File: src/rtl/i2ct_pkg.sv
package i2ct_pkg;

    localparam int PRE_W   = 4;
    localparam int DLY_W   = 4;
    localparam int CNT_W   = 8;
    localparam int DNF_W   = 5;
    localparam int DNF_MAX = 16;
    localparam int HOLD_W  = PRE_W + DLY_W + 1;
    localparam int WORD_W  = 32;

    // field positions inside the packed timing word
    localparam int PRE_LSB = 28;
    localparam int SU_LSB  = 20;
    localparam int HD_LSB  = 16;
    localparam int HI_LSB  = 8;
    localparam int LO_LSB  = 0;

    typedef enum logic [1:0] {
        ST_IDLE = 2'd0,
        ST_LOW  = 2'd1,
        ST_HIGH = 2'd2
    } phase_e;

    typedef struct packed {
        logic [PRE_W-1:0] pre;
        logic [DLY_W-1:0] su;
        logic [DLY_W-1:0] hd;
        logic [CNT_W-1:0] hi;
        logic [CNT_W-1:0] lo;
        logic [DNF_W-1:0] dnf;
    } tcfg_t;

    function automatic tcfg_t decode_cfg(input logic [WORD_W-1:0] word,
                                         input logic [DNF_W-1:0]  dnf);
        tcfg_t c;
        c.pre = word[PRE_LSB +: PRE_W];
        c.su  = word[SU_LSB  +: DLY_W];
        c.hd  = word[HD_LSB  +: DLY_W];
        c.hi  = word[HI_LSB  +: CNT_W];
        c.lo  = word[LO_LSB  +: CNT_W];
        c.dnf = (dnf > DNF_W'(DNF_MAX)) ? DNF_W'(DNF_MAX) : dnf;
        return c;
    endfunction

endpackage

File: src/rtl/i2ct_deglitch.sv
module i2ct_deglitch
    import i2ct_pkg::*;
(
    input  logic             clk_i,
    input  logic             rst_ni,
    input  logic             raw_i,
    input  logic [DNF_W-1:0] dnf_i,
    output logic             filt_o
);

    typedef struct packed {
        logic             sync1;
        logic             sync2;
        logic             held;
        logic [DNF_W-1:0] cnt;
    } flt_t;

    flt_t q, d;

    always_comb begin
        d       = q;
        d.sync1 = raw_i;
        d.sync2 = q.sync1;
        if (dnf_i == '0) begin
            d.held = q.sync2;
            d.cnt  = '0;
        end else if (q.sync2 == q.held) begin
            d.cnt = '0;
        end else if (q.cnt == dnf_i - DNF_W'(1)) begin
            d.held = q.sync2;
            d.cnt  = '0;
        end else begin
            d.cnt = q.cnt + DNF_W'(1);
        end
    end

    always_ff @(posedge clk_i or negedge rst_ni) begin
        if (!rst_ni) begin
            q <= '{sync1: 1'b1, sync2: 1'b1, held: 1'b1, cnt: '0};
        end else begin
            q <= d;
        end
    end

    assign filt_o = (dnf_i == '0) ? q.sync2 : q.held;

    // with a filter active and no disagreement, the accepted level holds
    p_level_hold_r8: assert property (@(posedge clk_i) disable iff (!rst_ni)
        (dnf_i != '0) && (q.sync2 == q.held) |=> $stable(q.held));

endmodule

File: src/rtl/i2ct_unit_timer.sv
module i2ct_unit_timer
    import i2ct_pkg::*;
(
    input  logic             clk_i,
    input  logic             rst_ni,
    input  logic             clr_i,
    input  logic             adv_i,
    input  logic [PRE_W-1:0] presc_i,
    input  logic [CNT_W-1:0] last_i,
    output logic             fin_o
);

    typedef struct packed {
        logic [PRE_W-1:0] pre;
        logic [CNT_W-1:0] units;
        logic             done;
    } tmr_t;

    tmr_t q, d;
    logic at_end;

    assign at_end = (q.pre == presc_i) && (q.units == last_i);

    always_comb begin
        d = q;
        if (clr_i) begin
            d = '0;
        end else if (adv_i && !q.done) begin
            if (q.pre == presc_i) begin
                d.pre = '0;
                if (q.units == last_i) begin
                    d.done = 1'b1;
                end else begin
                    d.units = q.units + CNT_W'(1);
                end
            end else begin
                d.pre = q.pre + PRE_W'(1);
            end
        end
    end

    always_ff @(posedge clk_i or negedge rst_ni) begin
        if (!rst_ni) begin
            q <= '0;
        end else begin
            q <= d;
        end
    end

    // finish is flagged in the last counted cycle so the phase ends on that edge
    assign fin_o = q.done || (adv_i && !clr_i && at_end);

    // without advance or clear the count is frozen
    p_freeze_r7: assert property (@(posedge clk_i) disable iff (!rst_ni)
        !clr_i && !adv_i |=> $stable(q.pre) && $stable(q.units));

endmodule

File: src/rtl/i2ct_scl_timer.sv
module i2ct_scl_timer
    import i2ct_pkg::*;
(
    input  logic              clk_i,
    input  logic              rst_ni,
    input  logic              en_i,
    input  logic              run_i,
    input  logic              stall_i,
    input  logic [WORD_W-1:0] timing_i,
    input  logic [DNF_W-1:0]  dnf_i,
    input  logic              scl_i,
    input  logic              sda_i,
    output logic              scl_low_o,
    output logic              sda_upd_o,
    output logic              bit_done_o,
    output logic              scl_f_o,
    output logic              sda_f_o
);

    localparam int N_LINES  = 2;
    localparam int N_TMR    = 3;
    localparam int T_LOW    = 0;
    localparam int T_HIGH   = 1;
    localparam int T_SETUP  = 2;

    typedef struct packed {
        phase_e            st;
        tcfg_t             cfg;
        logic [HOLD_W-1:0] hcnt;
        logic              seen;
        logic              upd;
        logic              bdone;
    } ctl_t;

    ctl_t q, d;

    logic unused_rsvd;
    assign unused_rsvd = ^timing_i[SU_LSB + DLY_W +: PRE_LSB - SU_LSB - DLY_W];

    // ---------------- input synchronizer and noise filter ----------------
    logic [N_LINES-1:0] raw_w;
    logic [N_LINES-1:0] filt_w;
    assign raw_w = {sda_i, scl_i};

    for (genvar g = 0; g < N_LINES; g++) begin : g_line
        i2ct_deglitch u_flt (
            .clk_i  (clk_i),
            .rst_ni (rst_ni),
            .raw_i  (raw_w[g]),
            .dnf_i  (q.cfg.dnf),
            .filt_o (filt_w[g])
        );
    end

    assign scl_f_o = filt_w[0];
    assign sda_f_o = filt_w[1];

    // ---------------- phase and setup timers ----------------
    logic             arm_lo;
    logic             arm_hi;
    logic             t_clr  [N_TMR];
    logic             t_adv  [N_TMR];
    logic [CNT_W-1:0] t_last [N_TMR];
    logic             t_fin  [N_TMR];

    always_comb begin
        arm_lo = (q.st == ST_LOW)  && en_i && !stall_i && !scl_f_o;
        arm_hi = (q.st == ST_HIGH) && en_i && scl_f_o;

        t_clr[T_LOW]   = (q.st != ST_LOW);
        t_adv[T_LOW]   = arm_lo;
        t_last[T_LOW]  = q.cfg.lo;

        t_clr[T_HIGH]  = (q.st != ST_HIGH);
        t_adv[T_HIGH]  = arm_hi;
        t_last[T_HIGH] = q.cfg.hi;

        t_clr[T_SETUP]  = (q.st != ST_LOW);
        t_adv[T_SETUP]  = (q.st == ST_LOW) && en_i && !stall_i && q.seen;
        t_last[T_SETUP] = CNT_W'(q.cfg.su);
    end

    for (genvar t = 0; t < N_TMR; t++) begin : g_tmr
        i2ct_unit_timer u_tmr (
            .clk_i   (clk_i),
            .rst_ni  (rst_ni),
            .clr_i   (t_clr[t]),
            .adv_i   (t_adv[t]),
            .presc_i (q.cfg.pre),
            .last_i  (t_last[t]),
            .fin_o   (t_fin[t])
        );
    end

    // ---------------- hold delay and phase sequencing ----------------
    logic [HOLD_W-1:0] hold_last;
    logic              hold_hit;

    assign hold_last = HOLD_W'(q.cfg.hd) * (HOLD_W'(q.cfg.pre) + HOLD_W'(1));
    assign hold_hit  = arm_lo && !q.seen && (q.hcnt == hold_last);

    always_comb begin
        d       = q;
        d.upd   = 1'b0;
        d.bdone = 1'b0;

        if (q.st != ST_LOW) begin
            d.hcnt = '0;
            d.seen = 1'b0;
        end else if (arm_lo && !q.seen) begin
            d.hcnt = q.hcnt + HOLD_W'(1);
            if (hold_hit) begin
                d.upd  = 1'b1;
                d.seen = 1'b1;
            end
        end

        unique case (q.st)
            ST_IDLE: begin
                d.cfg = decode_cfg(timing_i, dnf_i);
                if (en_i && run_i) begin
                    d.st = ST_LOW;
                end
            end
            ST_LOW: begin
                if (!en_i) begin
                    d.st = ST_IDLE;
                end else if (t_fin[T_LOW] && t_fin[T_SETUP]) begin
                    d.st = ST_HIGH;
                end
            end
            ST_HIGH: begin
                if (!en_i) begin
                    d.st = ST_IDLE;
                end else if (t_fin[T_HIGH]) begin
                    d.bdone = 1'b1;
                    d.st    = run_i ? ST_LOW : ST_IDLE;
                end
            end
            default: d.st = ST_IDLE;
        endcase
    end

    always_ff @(posedge clk_i or negedge rst_ni) begin
        if (!rst_ni) begin
            q <= '{st: ST_IDLE, cfg: '0, hcnt: '0, seen: 1'b0, upd: 1'b0, bdone: 1'b0};
        end else begin
            q <= d;
        end
    end

    assign scl_low_o  = (q.st == ST_LOW);
    assign sda_upd_o  = q.upd;
    assign bit_done_o = q.bdone;

    // ---------------- assertions ----------------
    p_upd_in_low_r4: assert property (@(posedge clk_i) disable iff (!rst_ni)
        sda_upd_o |-> scl_low_o);

    p_setup_before_release_r5: assert property (@(posedge clk_i) disable iff (!rst_ni)
        $fell(scl_low_o) && $past(en_i) |-> $past(t_fin[T_SETUP]));

    p_stall_holds_low_r7: assert property (@(posedge clk_i) disable iff (!rst_ni)
        scl_low_o && stall_i && en_i |=> scl_low_o);

    p_cfg_frozen_r2: assert property (@(posedge clk_i) disable iff (!rst_ni)
        (q.st != ST_IDLE) |=> $stable(q.cfg));

    p_bit_done_pulse_r9: assert property (@(posedge clk_i) disable iff (!rst_ni)
        bit_done_o |=> !bit_done_o);

    p_disable_release_r10: assert property (@(posedge clk_i) disable iff (!rst_ni)
        !en_i |=> !scl_low_o);

endmodule

File: config.mk
export PLATFORM = sky130hd
export DESIGN_NAME = i2ct_scl_timer
export DESIGN_NICKNAME = d
export VERILOG_FILES = /design/src/rtl/i2ct_pkg.sv /design/src/rtl/i2ct_deglitch.sv /design/src/rtl/i2ct_unit_timer.sv /design/src/rtl/i2ct_scl_timer.sv
export SDC_FILE = /design/constraint.sdc
export NUM_CORES = 1
export LEC_CHECK = 0
export BUFFER_PORTS_ARGS = -buffer_cell sky130_fd_sc_hd__buf_2
export CAP_MARGIN = 20
export CORE_UTILIZATION = 61
export DETAILED_ROUTE_END_ITERATION = 7
export PLACE_DENSITY = 0.77
export RECOVER_POWER = 100
export SYNTH_ARGS = -nofsm -noshare
export SYNTH_HDL_FRONTEND = slang
export SYNTH_HIERARCHICAL = 1
export SYNTH_SLANG_ARGS = --single-unit
File: constraint.sdc
create_clock -name clk_i -period 4 [get_ports clk_i]
set_input_delay 1 -clock clk_i [delete_from_list [all_inputs] [get_ports clk_i]]
set_output_delay 1 -clock clk_i [all_outputs]
set_load 0.1 [all_outputs]
# Word level (Yosys, flattened, before mapping)
# Index checks and enable logic that the tools add are counted.
# Widths: inputs -> output; s select.
# word_totals
in_bits	44
reg_bits	102
wordCells	167
# classes
order_cmp	1
mul	1
n_reduce_logical	58
addsub	11
mux	45
n_eq_ne	23
# op_table
cell	count
$mux 13	6
$mux 9	3
$reduce_bool 2->1	13
$mux 5	5
$add 8x1->8 const B	3
$mux 8	3
$logic_and 1x1->1	22
$reduce_and 3->1	7
$eq 8x8->1	2
$mux 1	14
$add 4x1->4 const B	3
$eq 4x4->1	3
$mux 2	6
$mux 4	3
$mux 6	2
$mux 11	1
$add 5x1->5 const B	2
$eq 5x5->1	2
$mux 10	1
$ne 2x2->1 const B	5
$add 9x1->9 const B	1
$eq 9x9->1	1
$mul 4x5->9	1
$eq 8x4->1	1
14 further kinds	29

# Longest topological paths before layout
# logic_depth
ltp_word	11
ltp_mapped	12
ltp_nobuf	12

# By module
# Netlist, hierarchy kept.
# by_module_without_submodules
module	n_inst	seq_area_each_um2	area_each_um2	cells_each
i2ct_unit_timer	3	325.3	902.1	97
i2ct_scl_timer	1	1176.1	2611.3	235
i2ct_deglitch	2	203.9	520.5	48

# Worst setup path after synthesis
# No wires, ideal clock.
# synth_timing
path_kind	reg2reg
from	register q[41] (netlist name)
to	register q[2] (netlist name)
slack_ps	539
synth_period_minus_slack_ps	3461
path_stages_with_launch	13
arrival_time_ps	3365
setup_ps	95
cell_sequence	dfrtp_1 ha_1 xor2_1 nand2_1 fa_1 fa_1 inv_1 fa_1 a211oi_1 o21bai_1 a21oi_1 xnor2_1 o31ai_1

==> results.toml <==
[status]
outcome = "complete, but fails checks"
failed_checks = "max-capacitance violations, max-slew violations"

[setup_path]
cp.arrival_ns = 3.98
cp_common_cell = "fa_1"
cp_max_fo = 6
cp_top_family = "adder cells"
slowest_stage = "fa_1"
max_stage_delay_ns = 0.55
crit_chain = "ha_1 > xor2_2 > nand2_1 > fa_1 > fa_1 > inv_1 > fa_1 > a211oi_1 > o21bai_1 > a21oi_1 > xnor2_1 > o31ai_1"
start_kind = "flip-flop"
cp.buffers_inverters = 1
end_kind = "flip-flop"
critical_path_required_ns = 4.29
path_class = "flip-flop to flip-flop"

[power_and_ir_drop]
p_per_area_nw_per_um2 = 378
ir_drop_v = 0.000318
p_leak_nw = 3.08

[logic_synthesis]
synth_edf_count = 0
synth_top_cell_area_share_pct = 37.8
syn-cell-area_um2 = 6360
async_flop_share_pct = 100
yosysSeqAreaShare_pct = 40.3
syn_area_per_cell_um2 = 10.2
yosysUniqueCellTypes = 51
ys_seq_elements = 102
synth_top_area_cell = "dfrtp_1"
synth-main-ff-cell = "dfrtp_1"
synth_cells = 622
yosys-top-cells-area = "dfrtp_1 38%, xnor2_1 6.3%, mux2_2 5.1%, ha_1 4.9%, xor2_1 4.3%"
synth_warnings = 6

[hold_path]
hold_path.class = "flip-flop to flip-flop"

[timing]
finalSetupTns_ns = 0
setup_slack_ns = 0.312
hold_viol_final = 0
slew_viol_final = 68
maxSlewHeadroom_pct = -13.4
max_freq_mhz = 271
period_share_pct = 92.2
period_minus_slack_ns = 3.69
tightestPinTransition_ns = 1.70
rsz0062_at_grt = "no"
setup_violations = 0
final.setup_skew_ns = 0.0167

[floorplanning]
die_area_um2 = 10800
die_h_um = 104
design.portCount = 49
start_util_pct = 63.9
rows = 36
die_w_um = 104
core_um2 = 9950

[route]
postRouteAntennaNets = 0
wire_per_inst_um = 14.8
dr.pass1.iters = 4
vias_per_cell = 5.74
drt_iter0_drc = 212
routed_wirelength_mm = 11.9
vias = 4609
drc = 0

[placed_design]
pre_cts_ws_ns = 0.238
dpl_cell_area_um2 = 6690
port-buffer-count = 44
hpwl_mm = 8.38
place_congestion = 0.809

[layout]
drive_above_1_share_pct = 19.4
n_antenna_cell = 0
fillers = 806
layout_commonest_cell = "dfrtp_1"
stdcell_area_um2 = 6830
final_net_count = 740
post-route-util_pct = 68.6
mostFrequentLayoutCells = "95 x dfrtp_1, 51 x nand2_1, 46 x xnor2_1"
area.growth.synth_to_final_pct = 7.44

[global_routing]
grt_pass1_vias = 4558
grt_pass1_wl_mm = 20.9
antenna_found_initial = 0
globalRouteTotalUtil_pct = 23.9
grt-ovfl-total = 0
grt_max_degree = 68

[clock_tree]
clkSlewWorstSetupHoldPaths_ns = 0.11
numCtsBuffers = 9
cts-root-buf = "clkbuf_8"
ctsHoldBuffers = 0
clkLatencyLatePin_ns = 0.40
clock-sinks = 102
htree_levels = 3
cts_max_path_buffers = 2
post_cts_resized = 0
cts_tree = "done"
cts_setup_buffers = 0

[job]
max-cap-violations = 1
[metal layers]
metal | routed length [um] | vias up | global-route usage [%]
met3 | 440 | 10 | 5.70
met1 | 5480 | 2273 | 31.1
li1 | - | 2242 | -
met4 | 122 | 0 | 6.73
met2 | 5840 | 84 | 39.9
met5 | 0 | - | 0
[Yosys cell counts, types with 4 or more instances]
cell        n
dfrtp_1    96
nand2_1    51
xnor2_1    46
nor2_1     39
xor2_1     31
mux2_2     29
o21ai_1    29
ha_1       25
nand2b_1   25
nand3_1    20
inv_1      19
and2_1     15
nand3b_1   15
nor4_1     14
o211ai_2   12
a21oi_1    11
and3_1     11
o21ai_0    11
or3_1      11
clkbuf_1   10
nand4_1     9
nor2b_1     9
buf_2       8
o221ai_2    8
dfstp_2     6
fa_1        6
nor4_4      5
o2111ai_1   5
buf_6       4
nor3_1      4
[kinds of logic (layout without fill, tap and decap cells)]
logic type,count (synthesis),in the layout,synth area share [%]
AO/OA/AOI/OAI,92,92,11.0
adder cells (fa/ha/maj),31,31,6.81
other,1,4,0.0590
AND/OR/NAND/NOR,245,245,22.4
XOR/XNOR,79,79,11.1
multiplexers,29,29,5.14
buffers and inverters,43,88,3.23
flip-flops,102,102,40.3
[through the flow]
stage | std cells | hold slack (ns) | power (mW)
2_1_floorplan | 625 | 0.345 | 1.75
3_3_place_gp | 787 | 0.346 | 1.89
3_5_place_dp | 787 | 0.348 | 1.91
4_1_cts | 803 | 0.366 | 2.63
5_1_grt | 803 | 0.368 | 2.74
6_report | 803 | 0.363 | 2.58
[where the power goes]
| group | switching, mW | internal (mW) |
|---|---|---|
| combinational | 0.399 | 0.285 |
| clock | 0.392 | 0.306 |
| sequential | 0.0884 | 1.11 |
[cell type report]
type	count	area (um^2)	share of cell area, %
Timing Repair Buffer	52	264	3.86
Clock buffer	9	124	1.81
Inverter	20	75.1	1.10
Sequential cell	102	2560	37.5
Multi-Input combinational cell	480	3550	52.0
Clock inverter	7	87.6	1.28
Tap cell	133	166	2.44
[sequential cells by signal, summed over array words and instances (netlist names)]
register,flops
bit_done_o,1
g_tmr.u_tmr/q,39
q,45
sda_upd_o,1
g_line.u_flt/q,14
g_line.u_flt/d,2
[path summary, 6_finish.rpt]
check / from / end / slack (ns) / cells past startpoint
hold reg to reg: g_line[0].u_flt/d[6] / g_line[0].u_flt/q[6] / 0.36 / 0
hold / removal: g_line[0].u_flt/d[6] / g_line[0].u_flt/q[6] / 0.36 / 0
setup reg to reg: q[42] / q[2] / 0.31 / 12
setup / recovery: q[42] / q[2] / 0.31 / 12
max in group asynchronous: rst_ni / q[17] / 1.06 / 2
min in group asynchronous: rst_ni / sda_upd_o / 1.03 / 1
No activity file was read; power rests on OpenSTA's default activity.
